$ cat src/rtl/atd_seq_pkg.sv
package atd_seq_pkg;

    typedef enum logic [2:0] {
        ST_IDLE  = 3'd0,
        ST_MST   = 3'd1,
        ST_WL    = 3'd2,
        ST_BL    = 3'd3,
        ST_SA1   = 3'd4,
        ST_SA2   = 3'd5,
        ST_READY = 3'd6,
        ST_STEP  = 3'd7
    } rd_state_e;

    typedef struct packed {
        rd_state_e state;
    } ctrl_regs_t;

endpackage

$ cat src/rtl/atd_detect.sv
module atd_detect #(
    parameter int ADDR_W = 20,
    parameter int SEL_W  = 2
) (
    input  logic              clk,
    input  logic              rst_n,
    input  logic              en,
    input  logic [ADDR_W-1:0] addr,
    output logic              start_evt,
    output logic              hi_evt,
    output logic              lo_evt
);

    localparam int HI_W = ADDR_W - SEL_W;

    typedef struct packed {
        logic [ADDR_W-1:0] addr;
        logic              en;
    } atd_regs_t;

    atd_regs_t d, q;

    logic [HI_W-1:0]  hi_now, hi_old;
    logic [SEL_W-1:0] lo_now, lo_old;

    assign hi_now = addr[ADDR_W-1:SEL_W];
    assign hi_old = q.addr[ADDR_W-1:SEL_W];
    assign lo_now = addr[SEL_W-1:0];
    assign lo_old = q.addr[SEL_W-1:0];

    always_comb begin
        d    = q;
        d.en = en;
        if (en) begin
            d.addr = addr;
        end
        start_evt = en && !q.en;
        hi_evt    = en && q.en && (hi_now != hi_old);
        lo_evt    = en && q.en && (lo_now != lo_old);
    end

    always_ff @(posedge clk or negedge rst_n) begin
        if (!rst_n) begin
            q <= '0;
        end else begin
            q <= d;
        end
    end

    AST_START_EXCLUSIVE: assert property (@(posedge clk) disable iff (!rst_n)
        start_evt |-> (!hi_evt && !lo_evt));

endmodule

$ cat src/rtl/rd_pulse_ctrl.sv
module rd_pulse_ctrl
    import atd_seq_pkg::*;
(
    input  logic clk,
    input  logic rst_n,
    input  logic en,
    input  logic start_evt,
    input  logic hi_evt,
    input  logic lo_evt,
    output logic mst_pulse,
    output logic wl_en,
    output logic bl_en,
    output logic sa1_en,
    output logic sa2_en,
    output logic data_valid,
    output logic page_load
);

    ctrl_regs_t d, q;

    always_comb begin
        d = q;
        if (!en) begin
            d.state = ST_IDLE;
        end else if (start_evt || hi_evt) begin
            d.state = ST_MST;
        end else begin
            unique case (q.state)
                ST_IDLE:  d.state = ST_IDLE;
                ST_MST:   d.state = ST_WL;
                ST_WL:    d.state = ST_BL;
                ST_BL:    d.state = ST_SA1;
                ST_SA1:   d.state = ST_SA2;
                ST_SA2:   d.state = lo_evt ? ST_STEP : ST_READY;
                ST_READY: d.state = lo_evt ? ST_STEP : ST_READY;
                ST_STEP:  d.state = lo_evt ? ST_STEP : ST_READY;
                default:  d.state = ST_IDLE;
            endcase
        end
        page_load = (d.state == ST_SA2);
    end

    always_ff @(posedge clk or negedge rst_n) begin
        if (!rst_n) begin
            q.state <= ST_IDLE;
        end else begin
            q <= d;
        end
    end

    assign mst_pulse  = (q.state == ST_MST);
    assign wl_en      = (q.state == ST_WL);
    assign bl_en      = (q.state == ST_BL);
    assign sa1_en     = (q.state == ST_SA1);
    assign sa2_en     = (q.state == ST_SA2);
    assign data_valid = (q.state == ST_SA2) || (q.state == ST_READY);

    AST_STEP_LEAVES: assert property (@(posedge clk) disable iff (!rst_n)
        (q.state == ST_STEP && en && !lo_evt && !hi_evt) |=> data_valid);

endmodule

$ cat src/rtl/page_latch.sv
module page_latch #(
    parameter int DATA_W     = 16,
    parameter int PAGE_WORDS = 4,
    parameter int SEL_W      = $clog2(PAGE_WORDS)
) (
    input  logic                         clk,
    input  logic                         rst_n,
    input  logic                         en,
    input  logic                         load,
    input  logic [SEL_W-1:0]             addr_lo,
    input  logic [PAGE_WORDS*DATA_W-1:0] sense_data,
    output logic [SEL_W-1:0]             sel,
    output logic [DATA_W-1:0]            data_out
);

    typedef struct packed {
        logic [PAGE_WORDS-1:0][DATA_W-1:0] page;
        logic [SEL_W-1:0]                  sel;
    } page_regs_t;

    page_regs_t d, q;
    logic [PAGE_WORDS-1:0][DATA_W-1:0] sense_words;

    for (genvar gi = 0; gi < PAGE_WORDS; gi++) begin : g_unpack
        assign sense_words[gi] = sense_data[gi*DATA_W +: DATA_W];
    end

    always_comb begin
        d = q;
        if (en) begin
            d.sel = addr_lo;
        end
        if (load) begin
            d.page = sense_words;
        end
    end

    always_ff @(posedge clk or negedge rst_n) begin
        if (!rst_n) begin
            q <= '0;
        end else begin
            q <= d;
        end
    end

    assign sel      = q.sel;
    assign data_out = q.page[q.sel];

    AST_PAGE_HELD: assert property (@(posedge clk) disable iff (!rst_n)
        !load |=> $stable(q.page));

endmodule

$ cat src/rtl/atd_page_read_seq.sv
module atd_page_read_seq #(
    parameter int ADDR_W     = 20,
    parameter int DATA_W     = 16,
    parameter int PAGE_WORDS = 4
) (
    input  logic                         clk,
    input  logic                         rst_n,
    input  logic                         rd_en,
    input  logic [ADDR_W-1:0]            addr,
    input  logic [PAGE_WORDS*DATA_W-1:0] sense_data,
    output logic                         mst_pulse,
    output logic                         wl_en,
    output logic                         bl_en,
    output logic                         sa1_en,
    output logic                         sa2_en,
    output logic [$clog2(PAGE_WORDS)-1:0] word_sel,
    output logic [DATA_W-1:0]            data_out,
    output logic                         data_valid
);

    localparam int SEL_W = $clog2(PAGE_WORDS);

    logic start_evt, hi_evt, lo_evt, page_load;

    atd_detect #(
        .ADDR_W (ADDR_W),
        .SEL_W  (SEL_W)
    ) u_atd (
        .clk       (clk),
        .rst_n     (rst_n),
        .en        (rd_en),
        .addr      (addr),
        .start_evt (start_evt),
        .hi_evt    (hi_evt),
        .lo_evt    (lo_evt)
    );

    rd_pulse_ctrl u_ctrl (
        .clk        (clk),
        .rst_n      (rst_n),
        .en         (rd_en),
        .start_evt  (start_evt),
        .hi_evt     (hi_evt),
        .lo_evt     (lo_evt),
        .mst_pulse  (mst_pulse),
        .wl_en      (wl_en),
        .bl_en      (bl_en),
        .sa1_en     (sa1_en),
        .sa2_en     (sa2_en),
        .data_valid (data_valid),
        .page_load  (page_load)
    );

    page_latch #(
        .DATA_W     (DATA_W),
        .PAGE_WORDS (PAGE_WORDS),
        .SEL_W      (SEL_W)
    ) u_page (
        .clk        (clk),
        .rst_n      (rst_n),
        .en         (rd_en),
        .load       (page_load),
        .addr_lo    (addr[SEL_W-1:0]),
        .sense_data (sense_data),
        .sel        (word_sel),
        .data_out   (data_out)
    );

    AST_MST_ON_UPPER: assert property (@(posedge clk) disable iff (!rst_n)
        (rd_en && (hi_evt || start_evt)) |=> mst_pulse);

    AST_ONE_STAGE: assert property (@(posedge clk) disable iff (!rst_n)
        $onehot0({mst_pulse, wl_en, bl_en, sa1_en, sa2_en}));

    AST_CHAIN_WL: assert property (@(posedge clk) disable iff (!rst_n)
        (mst_pulse && rd_en && !hi_evt) |=> wl_en);

    AST_CHAIN_BL: assert property (@(posedge clk) disable iff (!rst_n)
        (wl_en && rd_en && !hi_evt) |=> bl_en);

    AST_CHAIN_SA1: assert property (@(posedge clk) disable iff (!rst_n)
        (bl_en && rd_en && !hi_evt) |=> sa1_en);

    AST_FIRST_VALID: assert property (@(posedge clk) disable iff (!rst_n)
        (sa1_en && rd_en && !hi_evt) |=> (sa2_en && data_valid));

    AST_PAGE_NO_CHAIN: assert property (@(posedge clk) disable iff (!rst_n)
        (data_valid && rd_en && lo_evt && !hi_evt) |=> (!data_valid && !mst_pulse));

    AST_OFF_WHEN_DISABLED: assert property (@(posedge clk) disable iff (!rst_n)
        !rd_en |=> (!data_valid && !mst_pulse && !wl_en && !sa2_en));

    AST_RESTART_ON_UPPER: assert property (@(posedge clk) disable iff (!rst_n)
        (rd_en && hi_evt && lo_evt) |=> (mst_pulse && !data_valid));

    AST_HOLD_VALID: assert property (@(posedge clk) disable iff (!rst_n)
        (data_valid && rd_en && !lo_evt && !hi_evt) |=> (data_valid && !mst_pulse));

endmodule

$ cat config.mk
export PLATFORM = sky130hd
export DESIGN_NAME = atd_page_read_seq
export DESIGN_NICKNAME = d
export VERILOG_FILES = /design/src/rtl/atd_seq_pkg.sv /design/src/rtl/atd_detect.sv /design/src/rtl/rd_pulse_ctrl.sv /design/src/rtl/page_latch.sv /design/src/rtl/atd_page_read_seq.sv
export SDC_FILE = /design/constraint.sdc
export NUM_CORES = 1
export LEC_CHECK = 0
export BUFFER_PORTS_ARGS = -buffer_cell sky130_fd_sc_hd__buf_4
export CAP_MARGIN = 20
export CORE_AREA = 2 2 89 91
export DETAILED_ROUTE_END_ITERATION = 7
export DIE_AREA = 0 0 91 93
export GPL_TIMING_DRIVEN = 0
export PLACE_DENSITY = 0.83
export SLEW_MARGIN = 15
export SYNTH_ARGS = -nofsm -noshare
export SYNTH_HDL_FRONTEND = slang
export SYNTH_HIERARCHICAL = 1
export SYNTH_SLANG_ARGS = --single-unit
$ cat constraint.sdc
create_clock -name clk -period 4.2 [get_ports clk]
set_clock_uncertainty 0.1 [all_clocks]
set_input_delay 1.26 -clock clk [delete_from_list [all_inputs] [get_ports clk]]
set_output_delay 1.26 -clock clk [all_outputs]
set_load 0.02 [all_outputs]
Yosys cells after proc, flatten, opt, wreduce, memory -nomap -nowiden
Cells that the tools add are included.
- output and inout bits: 24
- flip-flop bits (word level): 90
- bits of input ports: 87
- logic and storage cells: 34
- reductions and logical operators: 9
- eq/ne operators: 10
- magnitude comparators: 1
- multiplexer cells: 6
- operator list (cell ; count):
    $bmux 16 s2 ; 1
    $ne 18x18->1 ; 1
    $pmux 3 s6 ; 1
    $mux 16 ; 1
    $eq 3x3->1 const B ; 5
    $eq 3x2->1 const B ; 2
    $mux 3 ; 2
    $logic_and 1x1->1 ; 4
    $eq 3x1->1 const B ; 1
    $logic_not 3->1 ; 1
    $lt 2x3->1 const B ; 1
    $reduce_or 3->1 ; 1
    $logic_or 1x1->1 ; 2
    $ne 2x2->1 ; 1
    $logic_not 1->1 ; 1
    $mux 1 ; 1

Longest topological paths before layout
- depth in word-level cells: 7
- mapped depth: 9
- gate-level depth less buffers: 7

Hierarchy
Netlist, hierarchy kept.
- modules (own cells, without submodules) (module ; seq. area each (µm²) ; times used ; cells an instance ; area an instance (µm²)):
    page_latch ; 1651.6 ; 1 ; 161 ; 2872.8
    atd_detect ; 525.5 ; 1 ; 72 ; 994.7
    rd_pulse_ctrl ; 75.1 ; 1 ; 26 ; 221.5

Least setup slack after synthesis
No wires, ideal clock.
- path kind: in2reg
- from: in addr[9]
- to: reg u_page/q[10] (netlist name)
- data required time: 3975 ps
- library setup time: 125 ps
- data arrival time: 3070 ps
- stages on the path: 8
- setup slack: 905 ps
- path through: xor2_1 > nor4_1 > a41oi_1 > or3b_4 > nor3_2 > buf_2 > buf_2 > mux2_2
- longest elaborated chain between the ends: 6
- ends and longest elaborated chain (item ; RTL line ; RTL):
    start: declaration ; atd_page_read_seq.sv:9 ; input logic [ADDR_W-1:0] addr,
    $ne 18x18->1 ; atd_detect.sv:38 ; hi_evt = en && q.en && (hi_now != hi_old);
    $logic_and 1x1->1 ; atd_detect.sv:38 ;
    via hi_evt ; atd_page_read_seq.sv:23 ; logic start_evt, hi_evt, lo_evt, page_load;
    $logic_or 1x1->1 ; rd_pulse_ctrl.sv:25 ; end else if (start_evt || hi_evt) begin
    $mux 3 ; rd_pulse_ctrl.sv:25 ;
    $mux 3 ; rd_pulse_ctrl.sv:23 ; if (!en) begin
    $eq 3x3->1 ; rd_pulse_ctrl.sv:40 ; page_load = (d.state == ST_SA2);
    via page_load ; atd_page_read_seq.sv:23 ;
    end signal: assignment ; page_latch.sv:40 ; q <= '0;
    end signal: assignment ; page_latch.sv:42 ; q <= d;
    end: declaration ; page_latch.sv:21 ; page_regs_t d, q;
The timed path passes the listed nets, and every way through them passes these cells.
A chain may end at the register's enable or synchronous reset.

Worst setup path in the final report
- from: in addr[13]
- to: reg u_page/q[63] (netlist name)
The elaborated chain is that of the path after synthesis.

==> metrics.cfg <==
[hold_path]
min_path_cells=1
holdCritPathClass=reg2reg

[clocking]
cts_root_buffer=clkbuf_8
cts_tree=done
numCtsBuffers=9
cts_max_level=3
cts_setup_buffers=0
clkLatencyLatePin_ps=340
clkSinkCount=90
cts_resized=0
postCtsHoldBufs=0
clk_pin_slew_ps=80
clk_path_buf_depth=2

[sta]
hold_violations=0
fmax_mhz=283
slew_viol_final=0
setup_slack_ps=665
worst_slew_pin_slew_ps=802
timing.final.crit_period_ps=3540
post-route-period-util_pct=84.2
rsz0062_at_grt=false
slew_headroom_pct=46.5
finalSetupViolCount=0
fin_tns_setup_ps=0

[global_routing]
grt_overflow=0
track_usage_pct=21.5
grt_max_degree=91
antenna_found_initial=0
grt_pass1_wl_mm=13.8
first_global_vias=2921

[power_and_ir_drop]
p_comb_share_pct=18.6
swShare_pct=23.6
power.leakage_nw=2.56
powerDensity_nw_per_um2=395
power_mw=2.09
power.switching_mw=0.492
p_int_mw=1.59
ir_worst_vdd_uv=252
p_seq_share_pct=48.8
clkPwrFrac_pct=32.6

[floorplan]
core_area_um2=7530
num_io_pins=111
die_y_um=93
start_util_pct=54.3
die-area_um2=8460
core.rowCount=32
die_x_um=91

[layout]
multiInputGateArea_um2=1710
regArea_um2=2250
design_area_um2=5280
num-nets-final=467
syn_to_final_growth_pct=29.1
antennaDiodeCount=0
n_fill_cell=559
drive_above_1_share_pct=62.3

[critical_path]
worst_setup_path_start_kind=input pin
arrival_ps=3670
cp_max_fo=10
path_class=in2reg
critPathRequiredTime_ps=4330
rr_worst_depth=9
critPathCaptureType=flip-flop

[detailed_routing]
vias=2603
routedWlPerCell_um=17.8
drc=0
top_layer_used=met4
avgViaCountPerCell=5.34
ant_nets=0
wl_met1_mm=3.39
wl_met2_mm=4.55
routed_wl_mm=8.69
drtIter0Drc=68
first_pass_iters=4
dr_wl_met3_um=538

[synth]
syn-num-nets=346
synth_edf_count=0
ys_warn_count=6
ys_seq_area_share_pct=55.1
syn_inst=259
synth_flop_cell=dfrtp_1
syn_area_um2=4090
async_flop_share_pct=100
ys_types=29
avgSynthCellArea_um2=15.8
synth-seq-cells=90

[placement]
place_ws_ps=295
place_area_um2=5040
dpl.hpwl_mm=6.35
port_buffers=110
place_congestion=0.788

[run]
drv_cap=0

[run_status]
outcome=completed

==> final timing paths <==
check	startpoint	to	slack [ps]
setup / recovery	addr[13]	u_page/q[63]$_DFFE_PN0P_	660
setup reg to reg	u_atd/hi_old[11]$_DFFE_PN0P_	u_page/q[63]$_DFFE_PN0P_	1280
min in group asynchronous	rst_n	u_atd/hi_old[6]$_DFFE_PN0P_	880
max in group asynchronous	rst_n	u_page/q[11]$_DFFE_PN0P_	2570
hold / removal	u_page/q[5]$_DFFE_PN0P_	u_page/q[5]$_DFFE_PN0P_	400
hold reg to reg	u_page/q[5]$_DFFE_PN0P_	u_page/q[5]$_DFFE_PN0P_	400
==> power groups by stage <==
stage	clock (mW)	sequential, mW	combinational [mW]
floorplan	0	1.01	0.244
global placement	0	1.02	0.379
detailed placement	0	1.04	0.392
CTS	0.702	1.02	0.394
global route	0.735	1.03	0.417
finish	0.680	1.02	0.388
==> layout make-up <==
class / count / share of cell area, %
Buffer: 18 / 2.30
Clock buffer: 11 / 2.49
Clock inverter: 5 / 1.94
Inverter: 2 / 0.142
Multi-Input combinational cell: 149 / 32.3
Sequential cell: 90 / 42.7
Tap cell: 102 / 2.42
Timing Repair Buffer: 110 / 15.7
==> registers in the layout, summed over array words and instances (netlist names) <==
register / flops
u_atd/q: 1
u_page/sel: 2
u_atd/hi_old: 18
u_ctrl/q: 3
u_page/q: 64
u_atd/lo_old: 2
==> routing by layer <==
metal	vias to the layer above	GRT usage (%)
li1	1179	-
met1	1328	26.2
met2	80	36.9
met3	16	4.35
met4	0	10.5
met5	-	0
==> layout by cell type (no fill, tap or decap), types with 3 or more instances in the layout <==
cell type	n
xor2_1	5
buf_4	113
nand4_1	3
mux4_2	9
mux2_2	86
clkbuf_8	9
xnor2_1	17
mux4_1	7
dfrtp_1	90
bufinv_16	3
nor2_1	4
buf_2	11
==> cells by family (layout without fill, tap and decap cells) <==
logic type	count (synthesis)	count (layout)	synth area share [%]
AOI/OAI and AO/OA	5	5	0.796
xor gates and xnor gates	22	22	4.71
and+or+nand+nor	20	20	3.12
buffers and inverters	20	146	3.15
muxes	102	102	33.1
DFF	90	90	55.1
==> synthesized netlist by cell type, types with 2 or more instances <==
cell     count  area, um^2
xnor2_1     17         149
mux4_2       9         203
nor3_2       2        20.0
inv_1        2        7.51
buf_2       11        55.1
mux4_1       7         184
a21oi_1      2        10.0
nor3_1       2        10.0
mux2_2      86         968
nor2_1       4        15.0
dfrtp_1     90        2250
xor2_1       5        43.8
buf_4        4        30.0
nand4_1      3        18.8
==> metrics by stage <==
step / hold WS (ps) / util, % / std cells
after detailed placement: 389 / 67.0 / 471
after global placement: 381 / 67.0 / 471
after global routing: 425 / 70.1 / 487
final: 403 / 70.1 / 487
after floorplan: 372 / - / 259
after CTS: 409 / 70.1 / 487
==> worst max-delay path: stages <==
cell,delay [ps]
buf_4,120
xnor2_1,140
nand4_1,110
nor3_1,280
a41oi_1,200
or3b_4,450
nor3_2,120
buf_2,260
buf_2,340
mux2_2,380
(Power assumes the default switching activity.)
